===== config.mk =====
export PLATFORM = sky130hd
export DESIGN_NAME = spin_commutator
export DESIGN_NICKNAME = d
export VERILOG_FILES = /design/src/rtl/spin_seq_pkg.sv /design/src/rtl/spin_step_src.sv /design/src/rtl/spin_zc_timer.sv /design/src/rtl/spin_phase_map.sv /design/src/rtl/spin_commutator.sv
export SDC_FILE = /design/constraint.sdc
export NUM_CORES = 1
export LEC_CHECK = 0
export BUFFER_PORTS_ARGS = -buffer_cell sky130_fd_sc_hd__buf_4
export CAP_MARGIN = 15
export CORE_ASPECT_RATIO = 2
export CORE_MARGIN = 2
export CORE_UTILIZATION = 54
export DETAILED_ROUTE_END_ITERATION = 10
export PLACE_DENSITY = 0.71
export SLEW_MARGIN = 0
export SYNTH_ARGS = -nofsm -noshare
export SYNTH_HDL_FRONTEND = slang
export SYNTH_SLANG_ARGS = --single-unit

===== constraint.sdc =====
create_clock -name clk -period 11.2 [get_ports clk]
set_clock_uncertainty 0.15 [all_clocks]
set_input_delay 1.68 -clock clk [delete_from_list [all_inputs] [get_ports clk]]
set_output_delay 1.68 -clock clk [all_outputs]
set_load 0.01 [all_outputs]

===== src/rtl/spin_seq_pkg.sv =====
// Package: shared constants, step type and step/phase arithmetic for the
// spindle commutation sequencer. Assumes a three-phase motor, six steps.
package spin_seq_pkg;
    localparam int NUM_PH = 3;
    localparam int NUM_ST = 6;

    typedef logic [2:0] cstate_t;

    // Next step in the 0..5 ring.
    function automatic cstate_t st_next(cstate_t s);
        return (s == cstate_t'(NUM_ST - 1)) ? cstate_t'(0) : s + cstate_t'(1);
    endfunction

    // Phase sourcing current in bipolar drive.
    function automatic logic [1:0] src_phase(cstate_t s);
        return s[2:1];
    endfunction

    // Phase sinking current in either drive mode.
    function automatic logic [1:0] sink_phase(cstate_t s);
        case (s)
            3'd0:    return 2'd1;
            3'd1:    return 2'd2;
            3'd2:    return 2'd2;
            3'd3:    return 2'd0;
            3'd4:    return 2'd0;
            3'd5:    return 2'd1;
            default: return 2'd0;
        endcase
    endfunction
endpackage


===== src/rtl/spin_step_src.sv =====
// Search-mode step source: flags a step whenever the processor step bit
// differs from its value at the previous edge. Assumes step_tog is 0 at
// reset release.
module spin_step_src (
    input  logic clk,
    input  logic rst_n,
    input  logic run_sel,
    input  logic step_tog,
    output logic step_req
);
    logic tog_q;

    // Track the step bit every cycle so a mode change never leaves a stale edge.
    always_ff @(posedge clk) begin
        if (!rst_n) tog_q <= 1'b0;
        else        tog_q <= step_tog;
    end

    assign step_req = !run_sel && (step_tog != tog_q);
endmodule


===== src/rtl/spin_zc_timer.sv =====
// Commutation timing: measures the period between commutations, blanks
// zero-cross pulses after each commutation, delays an accepted pulse by a
// fraction of the last period, and merges the search-mode step request.
// Assumes zc_evt is synchronous to clk.
module spin_zc_timer #(
    parameter int PER_W    = 12,
    parameter int MASK_CYC = 6,
    parameter int DLY_W    = 4
) (
    input  logic             clk,
    input  logic             rst_n,
    input  logic             hold_n,
    input  logic             run_sel,
    input  logic             zc_evt,
    input  logic [DLY_W-1:0] dly_code,
    input  logic             step_req,
    output logic             adv
);
    localparam int MASK_W = $clog2(MASK_CYC + 1);
    localparam int PROD_W = PER_W + DLY_W;

    logic [PER_W-1:0]  since_q, per_q, wait_q;
    logic [MASK_W-1:0] mask_q;
    logic              pend_q;
    logic [PROD_W-1:0] prod;
    logic [PER_W-1:0]  dly_cyc;
    logic              fire, zc_ok;

    assign prod    = PROD_W'(per_q) * PROD_W'(dly_code);
    assign dly_cyc = prod[PROD_W-1:DLY_W];
    assign fire    = pend_q && (wait_q == '0);
    assign zc_ok   = run_sel && zc_evt && !pend_q && (mask_q == '0);
    assign adv     = hold_n && (run_sel ? fire : step_req);

    // Period measurement: cycles since the last commutation, latched at each one.
    always_ff @(posedge clk) begin
        if (!rst_n || !hold_n) begin
            since_q <= '0;
            per_q   <= '0;
        end else if (adv) begin
            per_q   <= since_q;
            since_q <= PER_W'(1);
        end else if (since_q != '1) begin
            since_q <= since_q + PER_W'(1);
        end
    end

    // Blanking window reloaded on every commutation.
    always_ff @(posedge clk) begin
        if (!rst_n || !hold_n)  mask_q <= '0;
        else if (adv)           mask_q <= MASK_W'(MASK_CYC);
        else if (mask_q != '0)  mask_q <= mask_q - MASK_W'(1);
    end

    // Pending commutation: load the scaled delay on an accepted pulse, count down.
    always_ff @(posedge clk) begin
        if (!rst_n || !hold_n || !run_sel) begin
            pend_q <= 1'b0;
            wait_q <= '0;
        end else if (fire) begin
            pend_q <= 1'b0;
        end else if (zc_ok) begin
            pend_q <= 1'b1;
            wait_q <= dly_cyc;
        end else if (pend_q) begin
            wait_q <= wait_q - PER_W'(1);
        end
    end

    // no commutation can be pending while the blanking window is open.
    a_r5_mask_blocks: assert property (@(posedge clk) disable iff (!rst_n)
        (mask_q != '0) |-> !pend_q);
    // search mode never leaves a zero-cross commutation pending.
    a_r9_search_no_pend: assert property (@(posedge clk) disable iff (!rst_n)
        !run_sel |=> !pend_q);
endmodule


===== src/rtl/spin_phase_map.sv =====
// Drive decode: maps the step to per-phase high/low enables and floating
// flags for bipolar or unipolar drive, applies dynamic brake when disabled,
// and forms the synthesised Hall signal. Purely combinational; clk and
// rst_n only time the assertions.
module spin_phase_map
    import spin_seq_pkg::*;
(
    input  logic              clk,
    input  logic              rst_n,
    input  cstate_t           state,
    input  logic              spin_en,
    input  logic              uni_sel,
    input  logic              run_sel,
    output logic [NUM_PH-1:0] hs_on,
    output logic [NUM_PH-1:0] ls_on,
    output logic [NUM_PH-1:0] ph_float,
    output logic              brake,
    output logic              hall_syn
);
    for (genvar p = 0; p < NUM_PH; p++) begin : g_phase
        logic src_hit, sink_hit;
        assign src_hit     = (src_phase(state) == 2'(p));
        assign sink_hit    = (sink_phase(state) == 2'(p));
        assign hs_on[p]    = spin_en && !uni_sel && src_hit;
        assign ls_on[p]    = !spin_en || sink_hit;
        assign ph_float[p] = spin_en && !hs_on[p] && !ls_on[p];
    end

    assign brake    = !spin_en;
    assign hall_syn = run_sel && (state < 3'd3);

    // never more than one sourcing phase.
    a_r10_single_source: assert property (@(posedge clk) disable iff (!rst_n)
        $onehot0(hs_on));
    // no shoot-through on any half bridge.
    a_r10_no_shoot: assert property (@(posedge clk) disable iff (!rst_n)
        (hs_on & ls_on) == '0);
    // disabled drive means all low sides on, nothing floating.
    a_r1_brake_drive: assert property (@(posedge clk) disable iff (!rst_n)
        !spin_en |-> (ls_on == '1) && (hs_on == '0) && (ph_float == '0));
endmodule


===== src/rtl/spin_commutator.sv =====
// Top: sensorless spindle commutation sequencer. Holds the six-step
// commutation state, advanced by processor toggles (search) or delayed,
// blanked zero-cross pulses (run), and decodes it to phase drive enables.
// Assumes all inputs are synchronous to clk.
module spin_commutator
    import spin_seq_pkg::*;
#(
    parameter int PER_W    = 12,
    parameter int MASK_CYC = 6,
    parameter int DLY_W    = 4
) (
    input  logic             clk,
    input  logic             rst_n,
    input  logic             spin_en,
    input  logic             seq_rel_n,
    input  logic             run_sel,
    input  logic             step_tog,
    input  logic             uni_sel,
    input  logic             zc_evt,
    input  logic [DLY_W-1:0] dly_code,
    output logic [2:0]       hs_on,
    output logic [2:0]       ls_on,
    output logic [2:0]       ph_float,
    output logic             brake,
    output logic             hall_syn,
    output logic [2:0]       comm_state
);
    cstate_t state_q;
    logic    step_req, adv;

    spin_step_src u_step (
        .clk      (clk),
        .rst_n    (rst_n),
        .run_sel  (run_sel),
        .step_tog (step_tog),
        .step_req (step_req)
    );

    spin_zc_timer #(
        .PER_W    (PER_W),
        .MASK_CYC (MASK_CYC),
        .DLY_W    (DLY_W)
    ) u_timer (
        .clk      (clk),
        .rst_n    (rst_n),
        .hold_n   (seq_rel_n),
        .run_sel  (run_sel),
        .zc_evt   (zc_evt),
        .dly_code (dly_code),
        .step_req (step_req),
        .adv      (adv)
    );

    // Commutation step register: cleared by reset or hold, advanced on adv.
    always_ff @(posedge clk) begin
        if (!rst_n || !seq_rel_n) state_q <= '0;
        else if (adv)             state_q <= st_next(state_q);
    end

    spin_phase_map u_map (
        .clk      (clk),
        .rst_n    (rst_n),
        .state    (state_q),
        .spin_en  (spin_en),
        .uni_sel  (uni_sel),
        .run_sel  (run_sel),
        .hs_on    (hs_on),
        .ls_on    (ls_on),
        .ph_float (ph_float),
        .brake    (brake),
        .hall_syn (hall_syn)
    );

    assign comm_state = state_q;

    // hold forces step 0 on the next edge.
    a_r2_hold_clears: assert property (@(posedge clk) disable iff (!rst_n)
        !seq_rel_n |=> comm_state == 3'd0);
    // outside hold the step either stays or moves one along the ring.
    a_r3_step_by_one: assert property (@(posedge clk) disable iff (!rst_n)
        seq_rel_n |=> (comm_state == $past(comm_state)) ||
                      (comm_state == st_next($past(comm_state))));
    // the step stays within 0..5.
    a_r3_state_range: assert property (@(posedge clk) disable iff (!rst_n)
        comm_state < 3'd6);
endmodule


# --- Word-level counts from Yosys, hierarchy flattened ---
# Cells that the tools add are included.
op_classes:
  magnitude_cmp: 1
  eq_ne: 9
  div_mod_pow: 0
  n_reduce_logical: 48
  muxes: 9
  multipliers: 1
  shift: 0
  bitwise: 1
  n_addsub: 4
ops:
  columns: ["cell", "n"]
  rows:
  - ["$mux 12", 2]
  - ["$logic_and 1x1->1", 17]
  - ["$mul 12x4->16", 1]
  - ["$add 12x1->12 const B", 1]
  - ["$logic_not 1->1", 12]
  - ["$logic_not 12->1", 1]
  - ["$ne 12x12->1 const B", 1]
  - ["$sub 12x1->12 const B", 1]
  - ["$mux 3", 3]
  - ["$reduce_or 2->1", 4]
  - ["$logic_not 3->1", 2]
  - ["$reduce_bool 2->1", 3]
  - ["$logic_or 1x1->1", 5]
  - ["$eq 2x1->1 const B", 2]
  - ["$eq 2x2->1 const B", 2]
  - ["$logic_not 2->1", 2]
  - ["$pmux 2 s2", 1]
  - ["$add 3x1->3 const B", 1]
  - ["$eq 3x1->1 const B", 1]
  - ["$eq 3x2->1 const B", 1]
  - ["$eq 3x3->1 const B", 1]
  - ["$lt 3x2->1 const B", 1]
  - ["$mux 1", 3]
  - ["$reduce_bool 3->1", 1]
  - ["other kinds (4)", 4]
word_totals:
  out_inout_bits: 14
  inputBits: 12
  latchBits: 0
  rom_bits: 0
  ram_bits: 0
  wordCells: 82
  n_memories: 0
  register_bits: 44

# --- Logic depth before layout (Yosys ltp) ---
# Gate-level depths: netlist of the first run.
logic_depth:
  depth_word: 7
  mapped_depth: 14
  ltp_nobuf: 13

# --- Cells and area by module ---
# Synthesis of the first run repeated with hierarchy kept, for this count alone.
unflattened:
  hier_cells: 433
  hier_area_um2: 3582.2
by_module_without_submodules:
  columns: ["module", "instances", "cells_each", "area_per_inst_um2"]
  rows:
  - ["spin_zc_timer", 1, 395, 3258.1]
  - ["spin_phase_map", 1, 22, 157.7]
  - ["spin_commutator", 1, 12, 126.4]
  - ["spin_step_src", 1, 4, 40.0]

# --- Worst setup path after synthesis of the first run ---
# No wires, ideal clock.
synth_timing:
  path_type: "input to register"
  start: "in dly_code[3]"
  end: "reg u_timer.wait_q[7]"
  stages: 13
  setup_slack_ns: 6.257
  t_arrival_ns: 4.678
  required_ns: 10.934
  setup_time_ns: 0.116
  n_path_buf: 1
  cell_sequence: "clkbuf_1 and2_1 fa_1 inv_1 fa_1 inv_1 ha_1 a21o_1 a21o_1 a21oi_1 a21boi_0 or3_1 a31o_1"
synth_between:
  elab_chain_len: 2
synth_rtl:
  columns: ["item", "line_no", "text"]
  rows:
  - ["start: declaration", "spin_commutator.sv:20", "input logic [DLY_W-1:0] dly_code,"]
  - ["$mul 12x4->16", "spin_zc_timer.sv:29", "assign prod = PROD_W'(per_q) * PROD_W'(dly_code);"]
  - ["$mux 12", "spin_zc_timer.sv:62", "end else if (zc_ok) begin"]
  - ["end signal: assignment", "spin_zc_timer.sv:64", "wait_q <= dly_cyc;"]
  - ["end signal: assignment", "spin_zc_timer.sv:66", "wait_q <= wait_q - PER_W'(1);"]
  - ["end: declaration", "spin_zc_timer.sv:22", "logic [PER_W-1:0] since_q, per_q, wait_q;"]
# Every way passes these cells.
# A chain may end at the register's enable or synchronous reset.

# --- Worst setup path in the final report of the first run ---
# Same ends and word-level chain as after synthesis.

==> flow_metrics.env, run 1 <==
export IMPL_power_density_mw_per_mm2=85.0
export IMPL_cts_clk_slew_worst_paths_ps=60
export IMPL_drt_iter0_markers=60
export IMPL_maxSlewViolCount=0
export IMPL_io_pins=26
export IMPL_cts_tree="yes"
export IMPL_core_mm2=0.00626
export IMPL_routedWlPerCell_um=13.8
export IMPL_die_w_um=60.8
export IMPL_final_antenna_net_count=0
export IMPL_die_h_um=118
export IMPL_cts_sinks=44
export IMPL_hp_class="register to register"
export IMPL_yosysWarnings=0
export IMPL_min_period_ps=4880
export IMPL_cp_end_kind="register"
export IMPL_synthArstFlopShare_pct=0
export IMPL_synth_top_area_cell="dfxtp_1"
export IMPL_grt_max_degree=22
export IMPL_tightest_slew_ps=1050
export IMPL_drive_above_1_share_pct=10.2
export IMPL_finalHoldViolCount=0
export IMPL_ys_seq_elements=44
export IMPL_nets=486
export IMPL_startpoint_type="primary input"
export IMPL_hpwl_mm=5.90
export IMPL_vias_per_cell=5.48
export IMPL_yosys_top_cells_area="dfxtp_1 (25%), fa_1 (11%), ha_1 (7.9%), and2_1 (6.1%), nor2_1 (5.5%)"
export IMPL_gp_congestion=0.824
export IMPL_postSynthAreaPerCell_um2=8.34
export IMPL_worstPathRequired_ps=11230
export IMPL_place_area_mm2=0.00370
export IMPL_synth_edf_count=0
export IMPL_track_usage_pct=21.4
export IMPL_first_global_vias=2761
export IMPL_clk_latency_ps=290
export IMPL_slew_headroom_pct=30.0
export IMPL_synth_distinct_cells=52
export IMPL_fin_tns_setup_ps=0
export IMPL_insertedDiodeCount=0
export IMPL_grt_setup_unrepaired="false"
export IMPL_ys_seq_area_share_pct=25.3
export IMPL_path_class="primary input to register"
export IMPL_fin_cells=519
export IMPL_start_util_pct=55.6
export IMPL_cts_buffer_depth=2
export IMPL_outcome="finished, final reports clean"
export IMPL_drt_total_wl_mm=7.18
export IMPL_stdcell_area_mm2=0.00384
export IMPL_crit_fanout=12
export IMPL_cts_setup_buffers=0
export IMPL_worstRegToRegCells=12
export IMPL_area_growth_pct=10.3
export IMPL_max_freq_mhz=205
export IMPL_finalCritPeriodShare_pct=43.6
export IMPL_portBuffers=25
export IMPL_syn_cell_area_mm2=0.00348
export IMPL_rows=41
export IMPL_ff2ff_setup_slack_ps=7530
export IMPL_ir_drop_v=0.0000859
export IMPL_syn_nets=470
export IMPL_gr_total_overflow=0
export IMPL_power_uw=326
export IMPL_setup_viol=0
export IMPL_grt_pass1_wl_mm=11.8
export IMPL_num_vias=2846
export IMPL_critical_path_arrival_ps=4910
export IMPL_drtPass1Iterations=4
export IMPL_synth_ff_type="dfxtp_1"
export IMPL_hold_buffers=0
export IMPL_numCtsBuffers=5
export IMPL_h_tree_depth=2
export IMPL_hold_depth=2
export IMPL_dieArea_mm2=0.00714
export IMPL_power_leakage_nw=1.72
export IMPL_drv_cap=0
export IMPL_dpl_cell_count=512
export IMPL_cts_resized_gates=0
export IMPL_antenna_found_initial=0
export IMPL_drcViolationCount=0
export IMPL_cts_root_buffer="clkbuf_16"
export IMPL_yosysTopAreaCellShare_pct=25.3
export IMPL_syn_inst=417
cell usage after synthesis, types with 3 or more instances:
cell,instances
a21oi_1,13
inv_1,45
o21a_1,3
clkbuf_1,11
ha_1,22
a31oi_1,4
nand3_1,10
xor2_1,14
and3_1,4
nor4_1,5
dfxtp_1,44
and2_1,34
fa_1,19
buf_4,3
nor2_1,51
nor2b_1,4
nor3_1,6
or3_1,5
o22ai_1,4
a21o_1,6
xnor2_1,13
nand2b_1,3
nand2_1,23
a211oi_1,7
or2_2,4
o21ai_0,8
mux2i_1,17
nand4_1,7
path summary, 6_finish.rpt:
kind / startpoint / to
worst max-delay path: dly_code[3] / u_timer.wait_q[7]
worst min-delay path: u_timer.since_q[10] / u_timer.since_q[10]
worst max register to register: u_timer.per_q[4] / u_timer.wait_q[7]
worst min register to register: u_timer.since_q[10] / u_timer.since_q[10]
flip-flops by register name, indices dropped and copies added, names as in the netlist:
name	count
u_timer.mask_q	3
u_timer.since_q	12
u_step.tog_q	1
u_timer.pend_q	1
u_timer.wait_q	12
u_timer.per_q	12
comm_state	3
power by group:
part           internal [mW]  total, mW  switching [mW]
logic                 0.0115     0.0281          0.0166
clock network         0.0810      0.138          0.0573
registers              0.158      0.160         0.00173
total                  0.251      0.326          0.0756
stage by stage:
stage,util (%),hold WS (ps),worst slack [ps]
after global placement,59.2,348,6130
after global routing,61.3,418,6180
after floorplan,-,321,6260
after CTS,61.3,373,6320
after detailed placement,59.2,366,6030
final,61.3,369,6320
logic make-up after synthesis:
logic type               after synthesis  share of synthesized area [%]
AND/OR/NAND/NOR                      167                           25.1
AO/OA/AOI/OAI                         59                           12.0
flip-flops                            44                           25.3
buffers and inverters                 62                           7.08
XOR/XNOR                              27                           6.80
adder cells (fa/ha/maj)               41                           18.8
multiplexers                          17                           4.89
per-layer routing:
metal  part of all wire [%]  wire length [µm]  GRT usage (%)
met1                     36              2620           19.9
met2                     59              4270           42.5
met3                    1.6               115           2.97
met4                    2.4               174           8.15
met5                      0                 0              0
final cells by class:
type	count	area [µm²]
clock buffer	6	129
clock inverter	1	5.00
sequential	44	881
multi-input combinational	311	2350
timing repair buffer	26	195
inverter	45	169
tap	86	108
fill	609	2420
layout by cell type, fill, tap and decap left out, types with 8 or more instances in the layout:
| cell type | instances |
|---|---|
| o21ai_0 | 8 |
| nand2_1 | 23 |
| dfxtp_1 | 44 |
| fa_1 | 19 |
| a21oi_1 | 13 |
| inv_1 | 45 |
| nor2_1 | 51 |
| xor2_1 | 14 |
| mux2i_1 | 17 |
| xnor2_1 | 13 |
| nand3_1 | 10 |
| and2_1 | 34 |
| buf_4 | 26 |
| ha_1 | 22 |
critical path, stage by stage:
cell	delay, ps
buf_4	150
and2_1	180
fa_1	530
inv_1	50
fa_1	530
inv_1	40
ha_1	330
a21o_1	190
a21o_1	190
a21oi_1	300
a21boi_0	160
or3_1	340
a31o_1	220
(Power assumes the default switching activity.)
==> run 2, diff against run 1 <==
--- a/config.mk
+++ b/config.mk
@@ -5,13 +5,14 @@
 export SDC_FILE = /design/constraint.sdc
 export NUM_CORES = 1
 export LEC_CHECK = 0
+export ABC_AREA = 1
 export BUFFER_PORTS_ARGS = -buffer_cell sky130_fd_sc_hd__buf_4
 export CAP_MARGIN = 15
 export CORE_ASPECT_RATIO = 2
 export CORE_MARGIN = 2
 export CORE_UTILIZATION = 54
 export DETAILED_ROUTE_END_ITERATION = 10
-export PLACE_DENSITY = 0.71
+export PLACE_DENSITY = 0.7
 export SLEW_MARGIN = 0
 export SYNTH_ARGS = -nofsm -noshare
 export SYNTH_HDL_FRONTEND = slang
==> constraint.sdc (replaced) <==
create_clock -name clk -period 5.05 [get_ports clk]
set_clock_uncertainty 0.15 [all_clocks]
set_input_delay 0.7575 -clock clk [delete_from_list [all_inputs] [get_ports clk]]
set_output_delay 0.7575 -clock clk [all_outputs]
set_load 0.01 [all_outputs]
==> flow_metrics.env, run 2 <==
export IMPL_first_global_vias=3324
export IMPL_core_mm2=0.00683
export IMPL_area_growth_pct=10.6
export IMPL_track_usage_pct=23.7
export IMPL_ir_drop_v=0.000153
export IMPL_cts_root_buffer="clkbuf_16"
export IMPL_antenna_found_initial=0
export IMPL_yosys_top_cells_area="dfxtp_1 (23%), nand2_1 (12%), inv_1 (11%), fa_1 (10%), ha_1 (7.3%)"
export IMPL_finalHoldViolCount=0
export IMPL_num_vias=3549
export IMPL_final_antenna_net_count=0
export IMPL_gr_total_overflow=0
export IMPL_finalCritPeriodShare_pct=70.4
export IMPL_dpl_cell_count=681
export IMPL_synth_most_common_cell="nand2_1"
export IMPL_syn_nets=633
export IMPL_drt_total_wl_mm=8.21
export IMPL_yosysWarnings=0
export IMPL_drt_iter0_markers=216
export IMPL_slew_headroom_pct=51.2
export IMPL_tightest_slew_ps=730
export IMPL_ys_seq_elements=44
export IMPL_drcViolationCount=0
export IMPL_dieArea_mm2=0.00770
export IMPL_hold_buffers=0
export IMPL_grt_setup_unrepaired="false"
export IMPL_cp_end_kind="register"
export IMPL_start_util_pct=55.2
export IMPL_place_ws_ps=1230
export IMPL_fin_ws_ps=1490
export IMPL_rows=43
export IMPL_drv_cap=0
export IMPL_cts_buffer_depth=2
export IMPL_ys_seq_area_share_pct=23.4
export IMPL_postSynthAreaPerCell_um2=6.50
export IMPL_maxSlewViolCount=0
export IMPL_fin_tns_setup_ps=0
export IMPL_synth_ff_type="dfxtp_1"
export IMPL_hpwl_mm=6.36
export IMPL_min_period_ps=3560
export IMPL_yosysTopAreaCellShare_pct=23.4
export IMPL_die_w_um=63.1
export IMPL_power_density_mw_per_mm2=212
export IMPL_drtPass1Iterations=4
export IMPL_fin_cells=689
export IMPL_cts_setup_buffers=0
export IMPL_cts_resized_gates=0
export IMPL_worstPathRequired_ps=5130
export IMPL_outcome="finished, final reports clean"
export IMPL_numCtsBuffers=5
export IMPL_place_area_mm2=0.00400
export IMPL_crit_fanout=12
export IMPL_synth_top_area_cell="dfxtp_1"
export IMPL_gp_congestion=0.833
export IMPL_max_freq_mhz=281
export IMPL_vias_per_cell=5.15
export IMPL_insertedDiodeCount=0
export IMPL_synth_edf_count=0
export IMPL_reg_top3="u_timer.per_q (12), u_timer.since_q (12), u_timer.wait_q (12)"
export IMPL_synth_distinct_cells=35
export IMPL_final_common_cell="nand2_1"
export IMPL_synth_commonest_cells="nand2_1 (122), inv_1 (110), nor2_1 (67)"
export IMPL_startpoint_type="primary input"
export IMPL_grt_pass1_wl_mm=14.8
export IMPL_drive_above_1_share_pct=8.18
export IMPL_power_leakage_nw=2.22
export IMPL_io_pins=26
export IMPL_setup_viol=0
export IMPL_hp_class="register to register"
export IMPL_stdcell_area_mm2=0.00417
export IMPL_nets=651
export IMPL_hold_ws_ps=330
export IMPL_path_class="primary input to register"
export IMPL_cts_clk_slew_worst_paths_ps=70
export IMPL_critical_path_arrival_ps=3630
export IMPL_portBuffers=25
export IMPL_synthArstFlopShare_pct=0
export IMPL_grt_max_degree=20
export IMPL_routedWlPerCell_um=11.9
export IMPL_syn_cell_area_mm2=0.00377
export IMPL_clk_latency_ps=300
export IMPL_cts_tree="yes"
export IMPL_cts_sinks=44
export IMPL_h_tree_depth=2
export IMPL_final_cell_mix="nand2_1 (122), inv_1 (110), nor2_1 (67)"
export IMPL_syn_inst=580
export IMPL_die_h_um=122
==> run 2: logic make-up (layout without fill, tap and decap cells) <==
kind of cell | count (synthesis) | after routing | share of synthesized area [%]
buffers and inverters | 126 | 145 | 13.1
XOR/XNOR | 14 | 14 | 3.25
AND/OR/NAND/NOR | 257 | 257 | 29.0
flip-flops | 44 | 44 | 23.4
AO/OA/AOI/OAI | 98 | 98 | 13.9
adder cells (fa/ha/maj) | 41 | 41 | 17.4
==> run 2: metal layers <==
metal | global-route usage [%] | wire length [µm] | vias up | part of all wire (%)
met5 | 0 | 0 | - | 0
met4 | 8.47 | 133 | 0 | 1.6
met3 | 1.66 | 274 | 6 | 3.3
met2 | 42.1 | 4150 | 62 | 51
met1 | 30.0 | 3650 | 1627 | 44
li1 | - | - | 1854 | -
==> run 2: layout make-up <==
| class | count | area [µm²] |
|---|---|---|
| fillers | 704 | 2670 |
| repair buffers | 25 | 188 |
| multi-input cells | 410 | 2390 |
| inverters | 112 | 422 |
| well taps | 90 | 113 |
| clock inverters | 3 | 46.3 |
| clock buffers | 5 | 125 |
| flip-flops and latches | 44 | 881 |
==> run 2: through the flow <==
stage          power (mW)  util, %
3_5_place_dp        0.502     58.5
5_1_grt             0.921     61.0
3_3_place_gp        0.499     58.5
2_1_floorplan       0.465        -
4_1_cts             0.891     61.0
6_report            0.882     61.0
==> run 2: critical path, stage by stage <==
cell and delay (ps):
buf_4 160, nand2_1 80, inv_1 50, fa_1 530, inv_1 50, fa_1 530, inv_1 50, ha_1 340
nand2_1 110, inv_1 90, nand3_1 60, o21ai_0 390, nand2_1 120, nand3_1 90, nand3_1 70, a21oi_1 150
==> run 2: worst paths after layout <==
kind | startpoint | endpoint | slack (ps) | cells past startpoint
hold / removal | u_timer.mask_q[0] | u_timer.mask_q[0] | 330 | 2
hold reg to reg | u_timer.mask_q[0] | u_timer.mask_q[0] | 330 | 2
setup / recovery | dly_code[3] | u_timer.wait_q[7] | 1490 | 16
setup reg to reg | u_timer.per_q[3] | u_timer.wait_q[7] | 1760 | 15
==> run 2: where the power goes <==
group | total [mW] | switching, mW | internal [mW]
combinational | 0.129 | 0.0822 | 0.0468
sequential | 0.364 | 0.00900 | 0.355
clock | 0.389 | 0.153 | 0.236
==> run 3, diff against run 2 <==
--- a/config.mk
+++ b/config.mk
@@ -5,14 +5,14 @@
 export SDC_FILE = /design/constraint.sdc
 export NUM_CORES = 1
 export LEC_CHECK = 0
-export ABC_AREA = 1
+export ABC_AREA = 0
 export BUFFER_PORTS_ARGS = -buffer_cell sky130_fd_sc_hd__buf_4
 export CAP_MARGIN = 15
 export CORE_ASPECT_RATIO = 2
 export CORE_MARGIN = 2
 export CORE_UTILIZATION = 54
 export DETAILED_ROUTE_END_ITERATION = 10
-export PLACE_DENSITY = 0.7
+export PLACE_DENSITY = 0.74
 export SLEW_MARGIN = 0
 export SYNTH_ARGS = -nofsm -noshare
 export SYNTH_HDL_FRONTEND = slang
==> constraint.sdc (replaced) <==
create_clock -name clk -period 3.23 [get_ports clk]
set_clock_uncertainty 0.15 [all_clocks]
set_input_delay 0.4845 -clock clk [delete_from_list [all_inputs] [get_ports clk]]
set_output_delay 0.4845 -clock clk [all_outputs]
set_load 0.01 [all_outputs]
==> flow_metrics.env, run 3 (synthesized netlist as in run 1, its figures left out) <==
export IMPL_finalCritPeriodShare_pct=102
export IMPL_setup_viol=7
export IMPL_hp_class="primary input to register"
export IMPL_reg_top3="u_timer.per_q (12), u_timer.since_q (12), u_timer.wait_q (12)"
export IMPL_ir_drop_v=0.000259
export IMPL_cts_buffer_depth=2
export IMPL_hold_depth=2
export IMPL_track_usage_pct=23.6
export IMPL_worstPathRequired_ps=3260
export IMPL_gp_congestion=0.809
export IMPL_fin_tns_setup_ps=-221
export IMPL_rows=41
export IMPL_hold_buffers=0
export IMPL_path_delay_family="adder cells"
export IMPL_drt_total_wl_mm=8.06
export IMPL_cp_depth=12
export IMPL_slew_headroom_pct=63.7
export IMPL_grt_max_degree=20
export IMPL_num_vias=3062
export IMPL_drive_above_1_share_pct=25.9
export IMPL_switchingPower_uw=280
export IMPL_nets=527
export IMPL_hp_start="step_tog"
export IMPL_critical_path_arrival_ps=3330
export IMPL_gr_total_overflow=0
export IMPL_grt_setup_unrepaired="true"
export IMPL_place_ws_ps=-491
export IMPL_outcome="finished, violations left"
export IMPL_worstRegToRegCells=12
export IMPL_antenna_found_initial=0
export IMPL_startpoint_type="register"
export IMPL_first_global_vias=3106
export IMPL_final_common_cell="buf_4"
export IMPL_violations="negative setup slack"
export IMPL_dieArea_mm2=0.00714
export IMPL_fin_ws_ps=-62.6
export IMPL_area_growth_pct=25.6
export IMPL_clk_latency_ps=290
export IMPL_fin_util_pct=69.9
export IMPL_cts_clk_slew_worst_paths_ps=60
export IMPL_hold_end="u_step.tog_q"
export IMPL_dpl_cell_count=544
export IMPL_power_density_mw_per_mm2=270
export IMPL_r2r_end="u_timer.wait_q[7]"
export IMPL_grt_pass1_wl_mm=13.1
export IMPL_drv_cap=0
export IMPL_h_tree_depth=2
export IMPL_combPwrFrac_pct=9.1
export IMPL_insertedDiodeCount=0
export IMPL_slowest_stage="fa_1"
export IMPL_core_mm2=0.00626
export IMPL_vias_per_cell=5.46
export IMPL_p_seq_share_pct=46.8
export IMPL_tightest_slew_ps=545
export IMPL_cts_sinks=44
export IMPL_fin_cells=561
export IMPL_critical_path_max_stage_delay_ps=520
export IMPL_path_class="register to register"
export IMPL_portBuffers=25
export IMPL_cp_common_cell="fa_1"
export IMPL_cts_root_buffer="clkbuf_16"
export IMPL_drtPass1Iterations=4
export IMPL_cts_tree="yes"
export IMPL_drt_iter0_markers=119
export IMPL_min_period_ps=3290
export IMPL_crit_chain="and2_1, fa_1, inv_1, fa_1, inv_2, ha_4, nand3_1, nand2_2, o2111ai_4, a21boi_1, or3_1, a31o_1"
export IMPL_finalHoldViolCount=0
export IMPL_io_pins=26
export IMPL_power_mw=1.18
export IMPL_die_h_um=118
export IMPL_die_w_um=60.8
export IMPL_hpwl_mm=6.28
export IMPL_final_cell_mix="buf_4 (64), nor2_1 (49), inv_1 (41)"
export IMPL_power_frac_clock_pct=44.1
export IMPL_p_sw_share_pct=23.7
export IMPL_ff2ff_setup_slack_ps=-60
export IMPL_power_leakage_nw=1.96
export IMPL_drcViolationCount=0
export IMPL_path_buf_inv=2
export IMPL_cp_end_kind="register"
export IMPL_reg2reg_from="u_timer.per_q[2]"
export IMPL_max_freq_mhz=304
export IMPL_final_antenna_net_count=0
export IMPL_maxSlewViolCount=0
export IMPL_crit_fanout=5
export IMPL_start_util_pct=55.6
export IMPL_numCtsBuffers=5
export IMPL_internal_power_uw=901
export IMPL_routedWlPerCell_um=14.4
## run 3: metal layers
metal	vias up	GRT usage [%]	wire, µm
met5	-	0	0
met4	0	12.6	311
met3	22	3.41	127
met2	47	45.6	4790
met1	1480	21.3	2830
li1	1513	-	-
## run 3: through the flow
step / area, µm² / hold slack [ps]
2_1_floorplan: 3610 / 321
3_3_place_gp: 4060 / 349
3_5_place_dp: 4060 / 360
4_1_cts: 4320 / 262
5_1_grt: 4370 / 273
6_report: 4370 / 266
## run 3: cell type report
cell class	count	area, µm²
Clock inverter	2	15.0
Fill cell	510	1890
Clock buffer	6	139
Sequential cell	44	891
Multi-Input combinational cell	311	2530
Inverter	45	169
Tap cell	86	108
Timing Repair Buffer	67	523
## run 3: power by group through the flow
stage | Clock [mW] | Combinational, mW | Sequential, mW
after floorplan | 0 | 0.0664 | 0.564
after global placement | 0 | 0.104 | 0.566
after detailed placement | 0 | 0.106 | 0.566
after CTS | 0.532 | 0.107 | 0.553
after global routing | 0.552 | 0.116 | 0.553
final | 0.521 | 0.107 | 0.553
## run 3: repair_timing
action	CTS	global route
pin swaps	22	18
endpoints found under the setup margin	5	12
endpoints found under the hold margin	0	0
buffers inserted	8	2
gates resized for setup	18	7
## run 3: worst max path at each step
| stage | startpoint | to | slack, ps |
|---|---|---|---|
| after global placement | dly_code[3] | u_timer.wait_q[11] | -360 |
| after floorplan | dly_code[2] | u_timer.wait_q[7] | -240 |
| after CTS | u_timer.per_q[4] | u_timer.wait_q[7] | -50 |
| after global routing | u_timer.per_q[3] | u_timer.wait_q[8] | -230 |
| final | u_timer.per_q[2] | u_timer.wait_q[7] | -60 |
| after detailed placement | dly_code[3] | u_timer.wait_q[11] | -490 |
## run 3: worst register-to-register path: cells and delay by family, from the launching register on
kind            cells  cell delay [ps]
fa+ha+maj           3             1270
compound gates      3              580
flops               1              370
buf+inv             2              110
simple gates        4              710
